### src/rtl/dbg_irq_pkg.sv
package dbg_irq_pkg;
  localparam int WORD_W  = 16;
  localparam int NUM_EVT = 3;
  localparam int SYNC_STAGES = 2;
  // bit positions software decodes
  localparam int BIT_PIN  = 0;
  localparam int BIT_PROG = 1;
  localparam int BIT_BUS  = 2;
  localparam int BIT_MODE = 3;
  localparam int RSVD_LO  = BIT_MODE + 1;
endpackage

### src/rtl/dbg_pin_fall_detect.sv
module dbg_pin_fall_detect #(
  parameter int STAGES = 2
) (
  input  logic clk,
  input  logic rst_n,
  input  logic pin_async,
  output logic fall_pulse
);
  logic [STAGES-1:0] sync_q;
  logic              last_q;

  // synchronizer chain, idles high like the pin
  always_ff @(posedge clk or negedge rst_n) begin
    if (!rst_n) sync_q <= '1;
    else        sync_q <= {sync_q[STAGES-2:0], pin_async};
  end

  always_ff @(posedge clk or negedge rst_n) begin
    if (!rst_n) last_q <= 1'b1;
    else        last_q <= sync_q[STAGES-1];
  end

  assign fall_pulse = last_q & ~sync_q[STAGES-1];
endmodule

### src/rtl/dbg_sticky_flag.sv
module dbg_sticky_flag (
  input  logic clk,
  input  logic rst_n,
  input  logic set_i,
  input  logic clr_i,
  output logic flag_o
);
  // set has priority over clear
  always_ff @(posedge clk or negedge rst_n) begin
    if (!rst_n)     flag_o <= 1'b0;
    else if (set_i) flag_o <= 1'b1;
    else if (clr_i) flag_o <= 1'b0;
  end
endmodule

### src/rtl/dbg_irq_status.sv
module dbg_irq_status
  import dbg_irq_pkg::*;
(
  input  logic              clk,
  input  logic              rst_n,
  input  logic              csr_wr_en,
  input  logic [WORD_W-1:0] csr_wr_data,
  input  logic              csr_rd_en,
  output logic [WORD_W-1:0] csr_rd_data,
  input  logic              bus_brk_hit,
  input  logic              prog_brk_hit,
  input  logic              ext_dbg_req_n,
  output logic              emu_mode,
  output logic              dbg_irq
);
  localparam int RSVD_W = WORD_W - RSVD_LO;

  logic               pin_fall;
  logic [NUM_EVT-1:0] evt_set;
  logic [NUM_EVT-1:0] evt_clr;
  logic [NUM_EVT-1:0] flags;
  logic               mode_q;
  logic               unused_rsvd;

  dbg_pin_fall_detect #(.STAGES(SYNC_STAGES)) u_pin (
    .clk        (clk),
    .rst_n      (rst_n),
    .pin_async  (ext_dbg_req_n),
    .fall_pulse (pin_fall)
  );

  always_comb begin
    evt_set           = '0;
    evt_set[BIT_PIN]  = pin_fall;
    evt_set[BIT_PROG] = prog_brk_hit;
    evt_set[BIT_BUS]  = bus_brk_hit;
  end

  for (genvar i = 0; i < NUM_EVT; i++) begin : g_flag
    assign evt_clr[i] = csr_wr_en & csr_wr_data[i];
    dbg_sticky_flag u_flag (
      .clk    (clk),
      .rst_n  (rst_n),
      .set_i  (evt_set[i]),
      .clr_i  (evt_clr[i]),
      .flag_o (flags[i])
    );
  end

  always_ff @(posedge clk or negedge rst_n) begin
    if (!rst_n)         mode_q <= 1'b0;
    else if (csr_wr_en) mode_q <= csr_wr_data[BIT_MODE];
  end

  assign unused_rsvd = ^csr_wr_data[WORD_W-1:RSVD_LO];

  always_comb begin
    csr_rd_data = '0;
    if (csr_rd_en) csr_rd_data = {{RSVD_W{1'b0}}, mode_q, flags};
  end

  assign emu_mode = mode_q;
  assign dbg_irq  = |flags;
endmodule

### config.mk
export PLATFORM = sky130hd
export DESIGN_NAME = dbg_irq_status
export DESIGN_NICKNAME = d
export VERILOG_FILES = /design/src/rtl/dbg_irq_pkg.sv /design/src/rtl/dbg_pin_fall_detect.sv /design/src/rtl/dbg_sticky_flag.sv /design/src/rtl/dbg_irq_status.sv
export SDC_FILE = /design/constraint.sdc
export NUM_CORES = 1
export LEC_CHECK = 0
export BUFFER_PORTS_ARGS = -buffer_cell sky130_fd_sc_hd__buf_2
export CAP_MARGIN = 5
export CORE_AREA = 4 4 41 43
export CTS_BUF_LIST = sky130_fd_sc_hd__clkbuf_4 sky130_fd_sc_hd__clkbuf_8
export DETAILED_ROUTE_END_ITERATION = 10
export DIE_AREA = 0 0 45 47
export GPL_ROUTABILITY_DRIVEN = 0
export GPL_TIMING_DRIVEN = 0
export PLACE_DENSITY = 0.66
export REMOVE_ABC_BUFFERS = 1
export SLEW_MARGIN = 0
export SYNTH_ARGS = -nofsm -noshare
export SYNTH_HDL_FRONTEND = slang
export SYNTH_SLANG_ARGS = --single-unit
### constraint.sdc
create_clock -name clk -period 0.9 [get_ports clk]
set_input_delay 0.045 -clock clk [delete_from_list [all_inputs] [get_ports clk]]
set_output_delay 0.045 -clock clk [all_outputs]
set_load 0.01 [all_outputs]
# Yosys cells after proc, flatten, opt, wreduce, memory -nomap -nowiden
# Index checks and enable logic that the tools add are counted.
# totals
ff_bits,7
input_bits,23
wordCells,22
# classes
muxes,7
n_bitwise,5
reduce_logical,4
# op_table
cell,n
$mux 1,6
$reduce_bool 2->1,3
$and 1x1->1,4
$mux 4,1
$reduce_or 3->1,1
$not 1->1,1

# Logic depth before layout (Yosys ltp)
# Gate-level depths: netlist of run 1.
# logic_depth
ltp_word,3
mapped_depth,2
mapped_depth_nobuf,2

# Hierarchy
# Synthesis of run 1 repeated with hierarchy kept, for this count alone.
# unflattened
cells_unflattened,36
hier_area_um2,382.9
# by_module_without_submodules
mod,n_inst,cells_each,area_per_inst_um2
dbg_irq_status,1,23,181.4
dbg_sticky_flag,3,3,36.3
dbg_pin_fall_detect,1,4,92.6

# Worst setup path after synthesis of run 1
# OpenSTA, ideal clock, no wires.
# synth_path
path_kind,register to register
startpoint,register u_pin.sync_q[1]
endpoint,register g_flag[0].u_flag.flag_o
setup_time_ns,0.121
arrival_time_ns,0.738
setup_slack_ns,0.041
path_stages_with_launch,3
cell_sequence,dfstp_2 -> inv_1 -> a22o_1
# synth_between
elab_chain_cells,3
elab_cells_between_ends,4
cone_classes,1 x mux; 2 x bitwise; 1 x reduce/logical
# synth_rtl
item,line_no,rtl
from (decl),dbg_pin_fall_detect.sv:9,logic [STAGES-1:0] sync_q;
from (signal assigned),dbg_pin_fall_detect.sv:15,"else sync_q <= {sync_q[STAGES-2:0], pin_async};"
$not 1->1 *,dbg_pin_fall_detect.sv:23,assign fall_pulse = last_q & ~sync_q[STAGES-1];
$and 1x1->1 *,dbg_pin_fall_detect.sv:23,
$mux 1 / $reduce_bool 2->1 (equally long branches),n/a,
to (signal assigned),dbg_sticky_flag.sv:10,if (!rst_n) flag_o <= 1'b0;
to (signal assigned),dbg_sticky_flag.sv:11,else if (set_i) flag_o <= 1'b1;
to (signal assigned),dbg_sticky_flag.sv:12,else if (clr_i) flag_o <= 1'b0;
to (decl),dbg_sticky_flag.sv:6,output logic flag_o
# Mark *: on every way between the ends. The rest lies on a longest branch, timed or not.
# A chain may end at the register's enable or synchronous reset.

# Final worst setup path of run 1
# layout_path
startpoint,register g_flag[1].u_flag.flag_o
endpoint,output port dbg_irq
# layout_between
elab_chain_cells,1
# layout_rtl
item,line_no,rtl
from (decl),dbg_sticky_flag.sv:6,
from (signal assigned),dbg_sticky_flag.sv:10,
from (signal assigned),dbg_sticky_flag.sv:11,
from (signal assigned),dbg_sticky_flag.sv:12,
$reduce_or 3->1,dbg_irq_status.sv:63,assign dbg_irq = |flags;
to (decl),dbg_irq_status.sv:14,output logic dbg_irq
# No other way between the ends.

==> impl_metrics.csv, run 1 <==
group,metric,value,unit
synth,count_of_state_elements_after_synthesis,7,
sta,final.hold.worst_slack,0.0312,ns
die,die_y,47,um
synth,yosysWarnings,0,
cells_and_area,antenna-diode-count,0,
clock_network,cts_tree,"built",
synth,synth_area,357,um2
drt,wire_per_inst,9.43,um
die,number_of_standard_cell_rows_in_the_floorplan,13,
job,timing.max_cap.violations,0,
cells_and_area,post_route_cells_drive_above_1_share,50.0,%
min_path,holdCritPathClass,"in -> reg",
synth,netlist_instances,33,
setup_path,timing.critical_path.arrival,1.11,ns
clock_network,cts_max_path_buffers,2,
die,floorplan.initialDensity,27.4,%
grt,global_route.usage.total,7.72,%
synth,ys_dominant_reg_cell,"sky130_fd_sc_hd__dfrtp_1",
synth,ys_seq_area_share,50.2,%
die,floorplan.core_area,1300,um2
placed_design,io_buffer_count,16,
synth,postSynthAreaPerCell,10.8,um2
placed_design,place.detailed.hpwl,518,um
die,die_w,45,um
sta,final.setup.tns,-0.629,ns
run_status,violations,"negative setup slack",
drt,num_vias,289,
grt,grt_antenna_before_repair,0,
setup_path,critical_path_peak_fanout,2,
synth,synth-async-reset-ratio,100,%
drt,final_routed_wirelength_across_all_metal_layers,707,um
run_status,status,"complete, but fails checks",
cells_and_area,fill_cells,130,
sta,drv_slew,0,
clock_network,clock_tree.root_cell,"sky130_fd_sc_hd__clkbuf_4",
setup_path,kind_of_end_point_of_the_critical_path,"primary output",
cells_and_area,multiInputGateArea,126,um2
drt,drt_first_iter_violations,4,
grt,grt_pass1_vias,269,
setup_path,crit_path_start_kind,"flop",
cells_and_area,nNetsFinal,84,
setup_path,path_class,"reg -> out",
cells_and_area,finalNonFillerCells,75,
setup_path,timing.critical_path.required,0.85,ns
sta,post-route-worst-setup-slack,-0.256,ns
grt,grt_overflow_total,0,
drt,post_drt_via_cell_ratio,3.85,
synth,synth_edf_count,0,
pwr,peakVddDrop,797,uV
sta,setup_violations,6,
clock_network,htreeDepth,1,
sta,min_period_over_period,128,%
drt,number_of_detailed_route_iterations_in_the_first_pass,2,
die,dieArea,2120,um2
sta,achievable-frequency,865,MHz
drt,postRouteAntennaNets,0,
synth,ys_types,13,
pwr,power.density_cell_area,1580,nW/um2
sta,post-route-min-period,1.16,ns
clock_network,cts_made_buffers,3,
drt,route.detailed.drc,0,
grt,largest_net_degree_at_the_start_of_global_routing,8,
clock_network,cts.reportedPaths.clkPinSlew,0.05,ns
cells_and_area,regArea,179,um2
placed_design,dp.cells,63,
cells_and_area,area_growth,47.0,%
sta,hold_viol,0,
pwr,total_leakage_power,0.277,nW
clock_network,worst_skew_pair.late_latency,0.25,ns
grt,grt_first_pass_wirelength,1.08,mm
clock_network,cts_num_sinks,7,
sta,final.setup_skew,0.000123,ns
die,ios,41,
sta,rsz0062_at_grt,"true",
## cell usage in the layout, fill, tap and decap left out
cell type	n
sky130_fd_sc_hd__and2_4	1
sky130_fd_sc_hd__and2_1	3
sky130_fd_sc_hd__dlygate4sd3_1	4
sky130_fd_sc_hd__a21o_2	1
sky130_fd_sc_hd__dfrtp_1	4
sky130_fd_sc_hd__dfstp_2	3
sky130_fd_sc_hd__a21o_1	1
sky130_fd_sc_hd__a22o_1	1
sky130_fd_sc_hd__mux2_2	1
sky130_fd_sc_hd__buf_2	14
sky130_fd_sc_hd__buf_4	3
sky130_fd_sc_hd__nand2_1	3
sky130_fd_sc_hd__clkbuf_4	4
sky130_fd_sc_hd__or3_1	1
sky130_fd_sc_hd__inv_1	1
sky130_fd_sc_hd__conb_1	12
sky130_fd_sc_hd__buf_6	3
## layout make-up
cell class / instances / share of cell area [%]
well taps: 15 / 3.58
multi-input cells: 24 / 24.1
clock buffers: 4 / 5.73
repair buffers: 24 / 31.7
inverters: 1 / 0.716
flip-flops and latches: 7 / 34.1
## Yosys cell counts (3+ instances only)
| cell | number | area share, % |
|---|---|---|
| sky130_fd_sc_hd__buf_4 | 12 | 25 |
| sky130_fd_sc_hd__nand2_1 | 3 | 3.2 |
| sky130_fd_sc_hd__dfrtp_1 | 4 | 28 |
| sky130_fd_sc_hd__and2_1 | 3 | 5.3 |
| sky130_fd_sc_hd__dfstp_2 | 3 | 22 |
## metrics by stage
stage / setup WS [ns] / utilization [%] / power [mW] / instance area [um2]
after CTS: -0.266 / 39.4 / 0.836 / 513
final: -0.256 / 40.3 / 0.828 / 524
after detailed placement: -0.00869 / 31.3 / 0.473 / 407
after global routing: -0.297 / 40.3 / 0.890 / 524
after global placement: -0.00916 / 31.3 / 0.471 / 407
after floorplan: 0.0411 / - / 0.418 / 308
## cell families (layout without fill, tap and decap cells)
| kind of cell | after synthesis | after routing | synth area share [%] |
|---|---|---|---|
| simple gates | 8 | 8 | 12.3 |
| mux | 1 | 1 | 3.16 |
| other cells | 1 | 12 | 1.05 |
| flops | 7 | 7 | 50.2 |
| compound gates | 3 | 3 | 7.02 |
| buf+inv | 13 | 29 | 26.3 |
## final timing paths
check                                   startpoint                       to  slack (ns)  cells past startpoint
setup reg to reg                          emu_mode                 emu_mode        0.02                      2
max in group asynchronous                    rst_n             u_pin.last_q        0.52                      2
min in group asynchronous                    rst_n  g_flag[0].u_flag.flag_o        0.15                      2
hold / removal                      csr_wr_data[3]                 emu_mode        0.03                      2
hold reg to reg                    u_pin.sync_q[0]          u_pin.sync_q[1]        0.35                      0
setup / recovery           g_flag[1].u_flag.flag_o                  dbg_irq       -0.26                      2
## worst max-delay path, cell delays in order (launching register included)
cell,delay (ns)
sky130_fd_sc_hd__dfrtp_1,0.37
sky130_fd_sc_hd__or3_1,0.36
sky130_fd_sc_hd__buf_2,0.14
## report_power, final
part / internal (mW) / leakage (nW) / switching (mW) / total (mW)
Clock: 0.199 / 0.0184 / 0.108 / 0.306
Combinational: 0.0922 / 0.184 / 0.0743 / 0.167
Sequential: 0.343 / 0.0746 / 0.0117 / 0.355
Total: 0.634 / 0.277 / 0.194 / 0.828
## sequential cells by signal, indices dropped and copies added (netlist names)
signal	count
u_pin.sync_q	2
g_flag.u_flag.flag_o	3
u_pin.last_q	1
emu_mode	1
## repair_timing
action / in CTS / in global routing
setup buffers: 3 / 1
hold endpoints to repair: 10 / 0
endpoints found under the setup margin: 5 / 8
gates resized for setup: 3 / 1
hold buffers: 4 / 0
pin swaps: 1 / 2
## metal layers
layer  GRT usage [%]  share of wire [%]  vias up
li1                -                  -      133
met1            7.67                 34      137
met2            12.1                 54       19
met3            2.30                 11        0
met4            8.77                  0        0
met5               0                  0        -
Power figures use the tool's default switching activity.
==> run 2: changes to the inputs <==
PLACE_DENSITY = 0.69   (was 0.66)
SLEW_MARGIN = 20   (was 0)
clock period = 1 ns   (was 0.9 ns; I/O delays follow)
==> run 2 against run 1 <==
The run still ends with negative setup slack left. Sequential power down 9.9%. Die area did not move. Clock power decreased by 6.5%. Global-route usage is 0.086 points higher.
==> impl_metrics.csv, run 2 (synthesized netlist as in run 1, its figures left out) <==
group,metric,value,unit
clock_network,clock_tree.root_cell,"sky130_fd_sc_hd__clkbuf_4",
grt,largest_net_degree_at_the_start_of_global_routing,8,
cells_and_area,layout.cells.most_common_list,"14 x sky130_fd_sc_hd__buf_2, 12 x sky130_fd_sc_hd__conb_1, 4 x sky130_fd_sc_hd__clkbuf_4, 4 x sky130_fd_sc_hd__dfrtp_1, 4 x sky130_fd_sc_hd__dlygate4sd3_1",
clock_network,worst_skew_pair.late_latency,0.25,ns
drt,post_drt_via_cell_ratio,3.82,
setup_path,timing.critical_path.arrival,1.13,ns
setup_path,critical_path_peak_fanout,2,
pwr,peakVddDrop,879,uV
cells_and_area,nNetsFinal,83,
pwr,fin_total_pwr,0.753,mW
sta,hold_viol,0,
cells_and_area,post_route_cells_drive_above_1_share,50.8,%
drt,drt_first_iter_violations,5,
pwr,combinationalPowerShare,19.5,%
run_status,status,"complete, but fails checks",
setup_path,worst_r2r_startpoint,"g_flag[0].u_flag.flag_o",
grt,met2_track_usage_gr,13.6,%
sta,achievable-frequency,850,MHz
clock_network,cts.reportedPaths.clkPinSlew,0.05,ns
grt,global_routing_s_busiest_layer,"met2",
pwr,cellInternalPower,0.570,mW
placed_design,io_buffer_count,16,
job,timing.max_cap.violations,0,
clock_network,cts_made_buffers,3,
setup_path,crit_path_start_kind,"flop",
setup_path,setup.reg_to_reg.worst_slack,0.08,ns
die,ios,41,
drt,num_vias,283,
grt,grt_first_pass_wirelength,1.12,mm
pwr,switching_power,0.184,mW
cells_and_area,fin_util,39.8,%
sta,post-route-min-period,1.18,ns
pwr,share_clk_of_total_power,38.0,%
die,floorplan.core_area,1300,um2
setup_path,kind_of_end_point_of_the_critical_path,"primary output",
sta,final.setup.tns,-0.407,ns
drt,postRouteAntennaNets,0,
sta,setup_violations,3,
grt,grt_overflow_total,0,
clock_network,cts_num_sinks,7,
drt,route.detailed.drc,0,
min_path,timing.hold.worst_path_depth,2,
die,dieArea,2120,um2
cells_and_area,layout_commonest_cell,"sky130_fd_sc_hd__buf_2",
min_path,hp-start,"csr_wr_data[3]",
cells_and_area,antenna-diode-count,0,
sta,drv_slew,0,
min_path,holdCritPathClass,"in -> reg",
clock_network,htreeDepth,1,
sta,post-route-worst-setup-slack,-0.176,ns
drt,final_routed_wirelength_across_all_metal_layers,727,um
cells_and_area,fill_cells,136,
grt,grt.met3_usage,4.98,%
cells_and_area,leading_registers_by_flop_count,"g_flag.u_flag.flag_o: 3 flops, u_pin.sync_q: 2 flops",
grt,grt_antenna_before_repair,0,
clock_network,cts_tree,"built",
die,die_y,47,um
pwr,sequentialPowerShare,42.5,%
grt,global_route.usage.met1,7.23,%
cells_and_area,largest_register_ffs,3,
die,floorplan.initialDensity,27.4,%
sta,min_period_over_period,118,%
die,die_w,45,um
cells_and_area,area_growth,45.3,%
sta,final.setup_skew,0.00234,ns
grt,grt_pass1_vias,277,
setup_path,reg2reg_to,"g_flag[0].u_flag.flag_o",
min_path,min_to,"emu_mode",
grt,global_route.usage.total,7.81,%
drt,wire_per_inst,9.82,um
clock_network,cts_max_path_buffers,2,
die,number_of_standard_cell_rows_in_the_floorplan,13,
drt,number_of_detailed_route_iterations_in_the_first_pass,2,
pwr,total_leakage_power,0.272,nW
run_status,violations,"negative setup slack",
setup_path,timing.critical_path.required,0.95,ns
setup_path,rr_worst_depth,3,
sta,rsz0062_at_grt,"true",
pwr,power.density_cell_area,1450,nW/um2
pwr,switching_share,24.4,%
setup_path,path_class,"reg -> out",
cells_and_area,max_flop_register,"g_flag.u_flag.flag_o",
==> run 2: cell count changes in the layout (fill, tap and decap cells not counted), sizes merged <==
cell,previous run,this run
buf,20,19
==> run 2: layout make-up <==
class                           count  area (um2)  area share (%)
Tap cell                           15        18.8            3.62
Clock buffer                        4        30.0            5.80
Sequential cell                     7         179            34.5
Inverter                            1        3.75           0.725
Timing Repair Buffer               23         159            30.7
Multi-Input combinational cell     24         128            24.6
==> run 2: routing by layer <==
layer	share of wire (%)	wire length, um
met5	0	0
met2	46	334
met1	34	247
met4	1.7	12
met3	18	132
==> run 2: power by group through the flow <==
stage | Clock, mW | Combinational (mW) | Sequential [mW]
global placement | 0 | 0.0984 | 0.324
finish | 0.286 | 0.147 | 0.320
detailed placement | 0 | 0.101 | 0.326
floorplan | 0 | 0.0532 | 0.323
CTS | 0.295 | 0.132 | 0.321
global route | 0.325 | 0.162 | 0.322
==> run 2: what timing repair did <==
action,4_1_cts,5_1_grt
hold endpoints to repair,10,0
setup buffers,2,2
gates resized for setup,2,3
endpoints found under the setup margin,1,5
hold buffers,4,0
==> run 2: stage by stage <==
step | setup slack, ns | cells | hold WS [ns] | instance area [um2]
2_1_floorplan | 0.141 | 32 | -0.246 | 308
3_3_place_gp | 0.0773 | 63 | -0.116 | 407
3_5_place_dp | 0.0817 | 63 | -0.112 | 407
4_1_cts | -0.180 | 73 | 0.0465 | 502
5_1_grt | -0.228 | 74 | 0.0410 | 518
6_report | -0.176 | 74 | 0.0484 | 518
==> run 2: worst max-delay path by stage <==
stage                     slack [ns]                     from                       to
after CTS                      -0.18  g_flag[1].u_flag.flag_o                  dbg_irq
final                          -0.18  g_flag[1].u_flag.flag_o                  dbg_irq
after global placement          0.08  g_flag[1].u_flag.flag_o                  dbg_irq
after detailed placement        0.08  g_flag[1].u_flag.flag_o                  dbg_irq
after floorplan                 0.14          u_pin.sync_q[1]  g_flag[0].u_flag.flag_o
after global routing           -0.23  g_flag[1].u_flag.flag_o                  dbg_irq
==> run 2: critical path: stages (launching register included) <==
cell                      delay, ns
sky130_fd_sc_hd__dfrtp_1       0.37
sky130_fd_sc_hd__or3_1         0.36
sky130_fd_sc_hd__buf_2         0.14
